<file path="config.mk">
export PLATFORM = sky130hd
export DESIGN_NAME = i2c_mem_target
export DESIGN_NICKNAME = d
export VERILOG_FILES = /design/src/rtl/i2c_mem_pkg.sv /design/src/rtl/i2c_line_cond.sv /design/src/rtl/i2c_addr_ctr.sv /design/src/rtl/i2c_mem_target.sv
export SDC_FILE = /design/constraint.sdc
export NUM_CORES = 1
export LEC_CHECK = 0
export BUFFER_PORTS_ARGS = -buffer_cell sky130_fd_sc_hd__buf_2
export CAP_MARGIN = 30
export CORE_MARGIN = 4
export CORE_UTILIZATION = 60
export CTS_CLUSTER_DIAMETER = 80
export DETAILED_ROUTE_END_ITERATION = 10
export PLACE_DENSITY_LB_ADDON = 0.15
export REMOVE_ABC_BUFFERS = 1
export SLEW_MARGIN = 0
export SYNTH_ARGS = -nofsm -noshare
export SYNTH_HDL_FRONTEND = slang
export SYNTH_SLANG_ARGS = --single-unit
</file>
<file path="constraint.sdc">
create_clock -name clk -period 7.4 [get_ports clk]
set_clock_uncertainty 0.2 [all_clocks]
set_input_delay 0.74 -clock clk [delete_from_list [all_inputs] [get_ports clk]]
set_output_delay 0.74 -clock clk [all_outputs]
set_load 0.02 [all_outputs]
</file>
<file path="src/rtl/i2c_mem_pkg.sv">
package i2c_mem_pkg;

  localparam logic [3:0] DEV_FAMILY = 4'b1010;

  typedef enum logic [2:0] {
    ST_IDLE,
    ST_DEV,
    ST_WAH,
    ST_WAL,
    ST_WDAT,
    ST_RDAT,
    ST_LOCKOUT
  } tgt_state_e;

  typedef enum logic {
    PH_BITS,
    PH_ACK
  } slot_e;

  // Device header match: family code followed by strap bits
  function automatic logic dev_hit(input logic [7:0] hdr, input logic [2:0] strap_bits);
    return hdr[7:1] == {DEV_FAMILY, strap_bits};
  endfunction

endpackage

</file>
<file path="src/rtl/i2c_line_cond.sv">
module i2c_line_cond #(
  parameter int SYNC_STAGES = 2
) (
  input  logic clk,
  input  logic rst_n,
  input  logic scl_in,
  input  logic sda_in,
  output logic scl_s,
  output logic sda_s,
  output logic scl_rise,
  output logic scl_fall,
  output logic start_ev,
  output logic stop_ev
);

  logic [SYNC_STAGES-1:0] scl_sh, sda_sh;
  logic scl_p, sda_p;

  always_ff @(posedge clk or negedge rst_n) begin
    if (!rst_n) begin
      scl_sh <= '1;
      sda_sh <= '1;
      scl_p  <= 1'b1;
      sda_p  <= 1'b1;
    end else begin
      scl_sh <= {scl_sh[SYNC_STAGES-2:0], scl_in};
      sda_sh <= {sda_sh[SYNC_STAGES-2:0], sda_in};
      scl_p  <= scl_sh[SYNC_STAGES-1];
      sda_p  <= sda_sh[SYNC_STAGES-1];
    end
  end

  assign scl_s    = scl_sh[SYNC_STAGES-1];
  assign sda_s    = sda_sh[SYNC_STAGES-1];
  assign scl_rise = scl_s & ~scl_p;
  assign scl_fall = ~scl_s & scl_p;
  // Both samples of SCL high, so a simultaneous SCL/SDA change is no condition
  assign start_ev = scl_s & scl_p & sda_p & ~sda_s;
  assign stop_ev  = scl_s & scl_p & ~sda_p & sda_s;

  AST_EVENTS_EXCL: assert property (@(posedge clk) disable iff (!rst_n)
    $onehot0({start_ev, stop_ev, scl_rise, scl_fall}));

endmodule

</file>
<file path="src/rtl/i2c_addr_ctr.sv">
module i2c_addr_ctr #(
  parameter int AW = 14,
  parameter int PW = 6
) (
  input  logic          clk,
  input  logic          rst_n,
  input  logic          load,
  input  logic [AW-1:0] load_val,
  input  logic          step_seq,
  input  logic          step_page,
  output logic [AW-1:0] ctr
);

  localparam logic [AW-1:0] TOP_ADDR = {AW{1'b1}};

  // Whole-array increment with wrap from the top location to 0
  function automatic logic [AW-1:0] seq_next(input logic [AW-1:0] a);
    return (a == TOP_ADDR) ? '0 : a + 1'b1;
  endfunction

  // Increment confined to the low page bits
  function automatic logic [AW-1:0] page_next(input logic [AW-1:0] a);
    logic [PW-1:0] lo;
    lo = a[PW-1:0] + 1'b1;
    return {a[AW-1:PW], lo};
  endfunction

  always_ff @(posedge clk or negedge rst_n) begin
    if (!rst_n)         ctr <= '0;
    else if (load)      ctr <= load_val;
    else if (step_page) ctr <= page_next(ctr);
    else if (step_seq)  ctr <= seq_next(ctr);
  end

  AST_PAGE_HOLD: assert property (@(posedge clk) disable iff (!rst_n)
    (step_page && !load) |=> ctr[AW-1:PW] == $past(ctr[AW-1:PW]));

  AST_SEQ_WRAP: assert property (@(posedge clk) disable iff (!rst_n)
    (step_seq && !load && !step_page && ctr == TOP_ADDR) |=> ctr == '0);

endmodule

</file>
<file path="src/rtl/i2c_mem_target.sv">
module i2c_mem_target
  import i2c_mem_pkg::*;
#(
  parameter int ADDR_W      = 14,
  parameter int PAGE_W      = 6,
  parameter int SYNC_STAGES = 2
) (
  input  logic              clk,
  input  logic              rst_n,
  input  logic              scl_in,
  input  logic              sda_in,
  output logic              sda_drive_low,
  input  logic [2:0]        strap,
  input  logic              wr_busy,
  output logic              wr_valid,
  output logic [ADDR_W-1:0] wr_addr,
  output logic [7:0]        wr_data,
  output logic              wr_commit,
  output logic [ADDR_W-1:0] rd_addr,
  input  logic [7:0]        rd_data
);

  localparam int HI_W = ADDR_W - 8;

  // Conditioned bus events
  logic scl_s, sda_s, scl_rise, scl_fall, start_ev, stop_ev;

  i2c_line_cond #(.SYNC_STAGES(SYNC_STAGES)) u_line (
    .clk      (clk),
    .rst_n    (rst_n),
    .scl_in   (scl_in),
    .sda_in   (sda_in),
    .scl_s    (scl_s),
    .sda_s    (sda_s),
    .scl_rise (scl_rise),
    .scl_fall (scl_fall),
    .start_ev (start_ev),
    .stop_ev  (stop_ev)
  );

  tgt_state_e        st, st_nxt_q;
  slot_e             ph;
  logic [3:0]        bit_cnt;
  logic [7:0]        rx_sh, tx_sh;
  logic              oe;
  logic              host_ack;
  logic              have_data;
  logic [HI_W-1:0]   hi_q;
  logic [ADDR_W-1:0] ctr_q;

  // Named internal events
  logic rx_state, byte_done_ev, rx_byte_ev, tx_byte_ev, slot_end_ev;
  logic dev_ok, ack_now, wr_fire, ctr_load, tx_shift_ev;

  assign rx_state     = (st == ST_DEV) || (st == ST_WAH) || (st == ST_WAL) || (st == ST_WDAT);
  assign byte_done_ev = scl_fall && (ph == PH_BITS) && (bit_cnt == 4'd8) &&
                        (rx_state || (st == ST_RDAT));
  assign rx_byte_ev   = byte_done_ev && rx_state;
  assign tx_byte_ev   = byte_done_ev && (st == ST_RDAT);
  assign tx_shift_ev  = scl_fall && (st == ST_RDAT) && (ph == PH_BITS) && (bit_cnt != 4'd8);
  assign slot_end_ev  = scl_fall && (ph == PH_ACK) && (rx_state || (st == ST_RDAT));
  assign dev_ok       = dev_hit(rx_sh, strap) && !wr_busy;
  assign ack_now      = rx_byte_ev && ((st != ST_DEV) || dev_ok);
  assign wr_fire      = rx_byte_ev && (st == ST_WDAT);
  assign ctr_load     = rx_byte_ev && (st == ST_WAL);

  i2c_addr_ctr #(.AW(ADDR_W), .PW(PAGE_W)) u_ctr (
    .clk       (clk),
    .rst_n     (rst_n),
    .load      (ctr_load),
    .load_val  ({hi_q, rx_sh}),
    .step_seq  (tx_byte_ev),
    .step_page (wr_fire),
    .ctr       (ctr_q)
  );

  assign rd_addr       = ctr_q;
  assign sda_drive_low = oe;

  always_ff @(posedge clk or negedge rst_n) begin
    if (!rst_n) begin
      st        <= ST_IDLE;
      st_nxt_q  <= ST_IDLE;
      ph        <= PH_BITS;
      bit_cnt   <= '0;
      rx_sh     <= '0;
      tx_sh     <= '0;
      oe        <= 1'b0;
      host_ack  <= 1'b0;
      have_data <= 1'b0;
      hi_q      <= '0;
      wr_valid  <= 1'b0;
      wr_addr   <= '0;
      wr_data   <= '0;
      wr_commit <= 1'b0;
    end else begin
      wr_valid  <= 1'b0;
      wr_commit <= 1'b0;
      if (start_ev) begin
        st      <= ST_DEV;
        ph      <= PH_BITS;
        bit_cnt <= '0;
        oe      <= 1'b0;
      end else if (stop_ev) begin
        st        <= ST_IDLE;
        ph        <= PH_BITS;
        bit_cnt   <= '0;
        oe        <= 1'b0;
        wr_commit <= have_data;
        have_data <= 1'b0;
      end else begin
        // Receive: sample on rising SCL
        if (rx_state && (ph == PH_BITS) && scl_rise && (bit_cnt < 4'd8)) begin
          rx_sh   <= {rx_sh[6:0], sda_s};
          bit_cnt <= bit_cnt + 4'd1;
        end
        // Receive: byte complete, enter acknowledge slot
        if (rx_byte_ev) begin
          ph      <= PH_ACK;
          bit_cnt <= '0;
          oe      <= ack_now;
          case (st)
            ST_DEV: begin
              if (!dev_ok) begin
                st <= ST_LOCKOUT;
                ph <= PH_BITS;
              end else begin
                st_nxt_q <= rx_sh[0] ? ST_RDAT : ST_WAH;
              end
            end
            ST_WAH: begin
              hi_q     <= rx_sh[HI_W-1:0];
              st_nxt_q <= ST_WAL;
            end
            ST_WAL:  st_nxt_q <= ST_WDAT;
            default: begin
              wr_valid  <= 1'b1;
              wr_addr   <= ctr_q;
              wr_data   <= rx_sh;
              have_data <= 1'b1;
              st_nxt_q  <= ST_WDAT;
            end
          endcase
        end
        // Transmit: shift next bit out on falling SCL
        if (tx_shift_ev) begin
          tx_sh   <= {tx_sh[6:0], 1'b0};
          oe      <= ~tx_sh[6];
          bit_cnt <= bit_cnt + 4'd1;
        end
        // Transmit: byte complete, release for host acknowledge
        if (tx_byte_ev) begin
          ph      <= PH_ACK;
          oe      <= 1'b0;
          bit_cnt <= '0;
        end
        if ((st == ST_RDAT) && (ph == PH_ACK) && scl_rise) begin
          host_ack <= ~sda_s;
        end
        // End of any acknowledge slot
        if (slot_end_ev) begin
          ph <= PH_BITS;
          if ((rx_state && (st_nxt_q == ST_RDAT)) || ((st == ST_RDAT) && host_ack)) begin
            st      <= ST_RDAT;
            tx_sh   <= rd_data;
            oe      <= ~rd_data[7];
            bit_cnt <= 4'd1;
          end else if (st == ST_RDAT) begin
            st      <= ST_LOCKOUT;
            oe      <= 1'b0;
            bit_cnt <= '0;
          end else begin
            st      <= st_nxt_q;
            oe      <= 1'b0;
            bit_cnt <= '0;
          end
        end
      end
    end
  end

  AST_SDA_HOLD: assert property (@(posedge clk) disable iff (!rst_n)
    (scl_s && $past(scl_s)) |-> $stable(oe));

  AST_LOCKOUT_QUIET: assert property (@(posedge clk) disable iff (!rst_n)
    (st == ST_LOCKOUT) |-> !sda_drive_low);

  AST_BUSY_NACK: assert property (@(posedge clk) disable iff (!rst_n)
    (rx_byte_ev && (st == ST_DEV) && wr_busy) |=> !sda_drive_low);

  AST_COMMIT_STOP: assert property (@(posedge clk) disable iff (!rst_n)
    wr_commit |-> $past(stop_ev));

  AST_NACK_RELEASE: assert property (@(posedge clk) disable iff (!rst_n)
    (slot_end_ev && (st == ST_RDAT) && !host_ack && !start_ev && !stop_ev)
      |=> ((st == ST_LOCKOUT) && !sda_drive_low));

  AST_START_RESTART: assert property (@(posedge clk) disable iff (!rst_n)
    start_ev |=> ((st == ST_DEV) && (bit_cnt == 4'd0) && !sda_drive_low));

endmodule

</file>
### Word-level counts from Yosys, hierarchy flattened

Cells that the tools add are included.

* register bits after elaboration: 80
* bits of input ports: 16

* $add $sub $neg: 3
* $lt $le $gt $ge: 1
* eq/ne operators: 15
* mux-type cells: 49
* bitwise logic cells: 17
* reductions and logical operators: 46

Operators by type and width (number)
* 14-bit 2-to-1 mux: 4
* 3-bit 2-to-1 mux: 10
* 4-bit 2-to-1 mux: 7
* 1-bit 2-to-1 mux: 24
* 8-bit 2-to-1 mux: 3
* 1-bit logical AND: 21
* 14-bit by 1-bit adder with 14-bit output, second input constant: 1
* 14-bit equality test, second input constant: 1
* 3-bit AND reduction: 4
* 4-bit AND reduction: 3
* 1-bit NOT: 10
* 3-bit equality test, second input constant: 3
* 4-bit != test, second input constant: 2
* 4-bit nonzero test: 2
* 1-bit AND: 7
* 7-bit equality test: 1
* 7-bit nonzero test: 1
* 6-bit by 1-bit adder with 6-bit output, second input constant: 1
* 3-bit by 2-bit equality test with 1-bit output, second input constant: 2
* 1-bit logical OR: 6
* 3-bit one-hot mux with 2 select lines: 1
* 6-bit nonzero test: 1
* 5-bit nonzero test: 1
* 4-bit by 1-bit adder with 4-bit output, second input constant: 1
* 11 further kinds: 14

### Longest topological paths before layout

* depth after elaboration: 14
* mapped depth: 9

### Cells and area by module

Synthesis repeated with hierarchy kept, for this count alone.

* cells, all modules: 336
* area total of the unflattened synthesis: 3806.2 sq um

Modules (own cells, without submodules)
* i2c_mem_target: instances 1, cells an instance 219, area an instance 2693.8 sq um, seq. area each 1476.4 sq um
* i2c_addr_ctr: instances 1, cells an instance 107, area an instance 922.1 sq um, seq. area each 350.3 sq um
* i2c_line_cond: instances 1, cells an instance 10, area an instance 190.2 sq um, seq. area each 157.7 sq um

### Worst setup path after synthesis

No wires, ideal clock.

* kind: register to register
* from: reg u_line.scl_p
* to: reg st_nxt_q[0]
* setup time: 0.125 ns
* arrival: 2.248 ns
* data required time: 7.075 ns
* path slack: 4.827 ns
* cell stages (with the launch flop): 10
* path buffers: 3
* cells stage by stage: dfstp_2 -> buf_2 -> or3b_1 -> buf_2 -> or3_1 -> buf_2 -> clkinv_2 -> a31oi_1 -> o41ai_2 -> mux2_2

* word-level cells in the longest chain between the ends: 6

RTL lines
* start: declaration: RTL line i2c_line_cond.sv:17 `logic scl_p, sda_p;`
* start signal: assignment: RTL line i2c_line_cond.sv:28 `scl_p <= scl_sh[SYNC_STAGES-1];`
* 1-bit AND: RTL line i2c_line_cond.sv:36 `assign scl_fall = ~scl_s & scl_p;`
* 1-bit logical AND (3 in a row): RTL line i2c_mem_target.sv:56 `assign byte_done_ev = scl_fall && (ph == PH_BITS) && (bit_cnt == 4'd8) &&`
* 1-bit logical AND: RTL line i2c_mem_target.sv:58 `assign rx_byte_ev = byte_done_ev && rx_state;`
* 4-bit AND reduction (no line) (*)
* end signal: assignment: RTL line i2c_mem_target.sv:128 `st_nxt_q <= rx_sh[0] ? ST_RDAT : ST_WAH;`
* end: declaration: RTL line i2c_mem_target.sv:41 `tgt_state_e st, st_nxt_q;`

Mark *: on every way between the ends. The rest lies on a longest branch, timed or not.
A chain may end at the register's enable or synchronous reset.

### Worst setup path after layout

Same ends and word-level chain as after synthesis.

==> metrics.md <==
| Metric | Value |
|---|---|
| # setup viols final | 0 |
| Number of global-route vias before repair | between 2,000 and 3,000 |
| GR Overflow Total | 0 |
| RSZ-0062 raised after global routing | false |
| Syn Area/Cell | 9.829 um2 |
| GRT Total Usage | a little under a quarter |
| Initial antenna violation count | 0 |
| DR WL/cell | 16.02 um |
| Via Count | 3,119 |
| Max Buffers Root-to-Sink | 2 |
| Worst-path clk slew | roughly 0.08 ns |
| Initial Util | 62.92% |
| Post-synthesis sequential area ratio | 52.03% |
| First-pass DRT Iterations | 5 |
| VDD IR max | approximately 190 uV |
| Setup repair bufs after CTS | 0 |
| Maxcap violations | 0 |
| DP Worst Slack | around 4.4 ns |
| Worst-Margin Slew | slightly below 0.9 ns |
| Via density | around 6.0 |
| Core box area | 6061 um2 |
| Dominant synthesized flop cell | dfrtp_1 |
| Max stage delay cell, worst path | dfstp_2 |
| Cell Area, Synth | around 3800 um2 |
| WP data arrival | between 3 and 4 ns |
| Total chip power | 1144 uW |
| Syn Inst Count | 388 |
| Most frequent cells in the layout | nand2_1, dfrtp_1, buf_2 |
| CTS tree | yes |
| Met2 wire len | 3729 um |
| Final Hold Vio Count | 0 |
| Met3 WL | 533 um |
| Fin crit share | between 40 and 50% |
| TNS Setup | 0 ns |
| Pleak | between 0.002 and 0.0025 uW |
| Pins Over Slew Limit | 0 |
| Status | finished clean |
| Die W | 87.73 um |
| Initial DRC count | 256 |
| Final min period | roughly 3.0 ns |
| GP Congestion | 0.8621 |
| DPL Wire Length | a little under 6000 um |
| Setup crit start kind | flip-flop |
| Worst EP required | ~7.4 ns |
| # rows | 28 |
| Syn. warnings | 0 |
| Post-CTS Resized | 0 |
| Root Buffer | clkbuf_8 |
| Clk_lat worst skew | 0.36 ns |
| Largest net degree at the start of global routing | 80 |
| Synth-to-layout area growth | 13.81% |
| Layout cells sized above 1 | between 20% and 30% |
| Fmax | about 0.33 GHz |
| PD cells | approximately 260 nW/um2 |
| Most common cell after layout, fill and taps aside | nand2_1 |
| Yosys cell types | 59 |
| Die area | 7696 um2 |
| Crit Path Class | flip-flop to flip-flop |
| Final core utilization | about 72% |
| Hold crit path type | input pin to asynchronous set/reset pin |
| Inserted Clock Buffers | 9 |
| Routed metal-1 wirelength | 3953 um |
| CP endpoint kind | flip-flop |
| ANT cells | 0 |
| ANT nets after route | 0 |
| Yosys reg bits | 79 |
| Clock sinks | just under 80 |
| IO Pins | 55 |
| Rel. slew slack | 40.16% |
| Port Buffers | 54 |
| Post-layout nets | about 460 |
| Cell breakdown of the critical path | or3b_1 > or3_1 > buf_4 > clkinv_2 > a31oi_1 > o41ai_2 > mux2_2 |
| PnR worst setup slack | roughly 4.4 ns |
| Hold_buf cts | 0 |
| Die Ht | between 80 and 90 um |
| CTS H-tree lvls | 3 |
| Crit-path max cell delay | about 0.60 ns |
| DRC viols | 0 |
| Ys async rst share | between 90% and 100% |
| Total wire length | roughly 8400 um |
| First-pass GRT wire length | between 10,000 and 15,000 um |
| # fillers | between 400 and 500 |
| Maximum fanout along the worst path | 28 |
| EDFF count, synth | 0 |
| Top layer in use | met4 |
-- metrics by stage --
stage	cell area, um2	hold slack (ns)	std cells
2_1_floorplan	3745	0.1452	374
3_3_place_gp	4119	0.1453	504
3_5_place_dp	4126	0.1473	505
4_1_cts	4313	0.1609	521
5_1_grt	4340	0.08290	522
6_report	4340	0.07475	522
-- layout make-up --
| cell class | count | area [um2] | area share (%) |
|---|---|---|---|
| Sequential cell | 79 | 1984 | 45.72 |
| Clock inverter | 7 | 62.56 | 1.441 |
| Clock buffer | 9 | 123.9 | 2.854 |
| Timing Repair Buffer | 57 | 315.3 | 7.264 |
| Inverter | 11 | 42.54 | 0.9801 |
| Multi-Input combinational cell | 284 | 1718 | 39.58 |
| Tap cell | 75 | 93.84 | 2.162 |
-- worst paths after layout --
path / from / endpoint / slack (ns) / cells after the start
worst max-delay path: u_line.scl_p / st_nxt_q[0] / 4.41 / 7
worst min-delay path: rst_n / wr_addr[7] / 0.07 / 1
worst max register to register: u_line.scl_p / st_nxt_q[0] / 4.41 / 7
worst min register to register: u_line.sda_sh[0] / u_line.sda_sh[1] / 0.16 / 0
max in group asynchronous: rst_n / u_line.scl_p / 6.30 / 2
min in group clk: u_line.sda_sh[0] / u_line.sda_sh[1] / 0.16 / 0
-- logic make-up (layout without fill, tap and decap cells) --
family | count (synthesis) | after routing | share of synthesized area [%]
flip-flops | 79 | 79 | 52.03
XOR/XNOR | 6 | 6 | 1.378
buffers and inverters | 25 | 84 | 2.920
adder cells (fa/ha/maj) | 3 | 3 | 0.9844
AO/OA/AOI/OAI | 72 | 72 | 12.86
multiplexers | 25 | 25 | 7.119
AND/OR/NAND/NOR | 178 | 178 | 22.70
-- worst max-delay path, delay by kind of cell, from the launching register on --
family                 cells  cell delay (ns)
AOI/OAI and AO/OA          2             0.24
buffers and inverters      2             0.54
DFF                        1             0.60
muxes                      1             0.40
and+or+nand+nor            2             0.89
-- power by group --
group / switching [uW] / internal [uW]
clock: 173 / 130
sequential: 83.1 / 501
combinational: 153 / 105
-- routing by layer --
metal  global-route usage, %  up-vias
met2                   34.59      117
li1                        -     1491
met4                   8.787        0
met3                   4.892       15
met5                       0        -
met1                   35.67     1496
-- Yosys cell counts, types with 7 or more instances --
cell / number / area [um2]
nand4_1: 7 / 43.79
a21oi_1: 10 / 50.05
o21ai_0: 23 / 115.1
mux2i_1: 8 / 80.08
buf_2: 7 / 35.03
mux2_2: 17 / 191.4
nand2_1: 101 / 379.1
dfrtp_1: 73 / 1827
inv_1: 10 / 37.54
nand3_1: 13 / 65.06
nor2_1: 15 / 56.30
-- flip-flops by register name (all words and copies together) (netlist names) --
register,count
have_data,1
u_ctr.ctr,14
st,3
wr_commit,1
wr_data,8
bit_cnt,4
u_line.sda_sh,2
st_nxt_q,3
wr_valid,1
hi_q,6
u_line.scl_p,1
ph,1
wr_addr,14
sda_drive_low,1
u_line.scl_sh,2
host_ack,1
rx_sh,8
u_line.sda_p,1
tx_sh,7
Note: power is estimated with default switching activity, not from simulation.
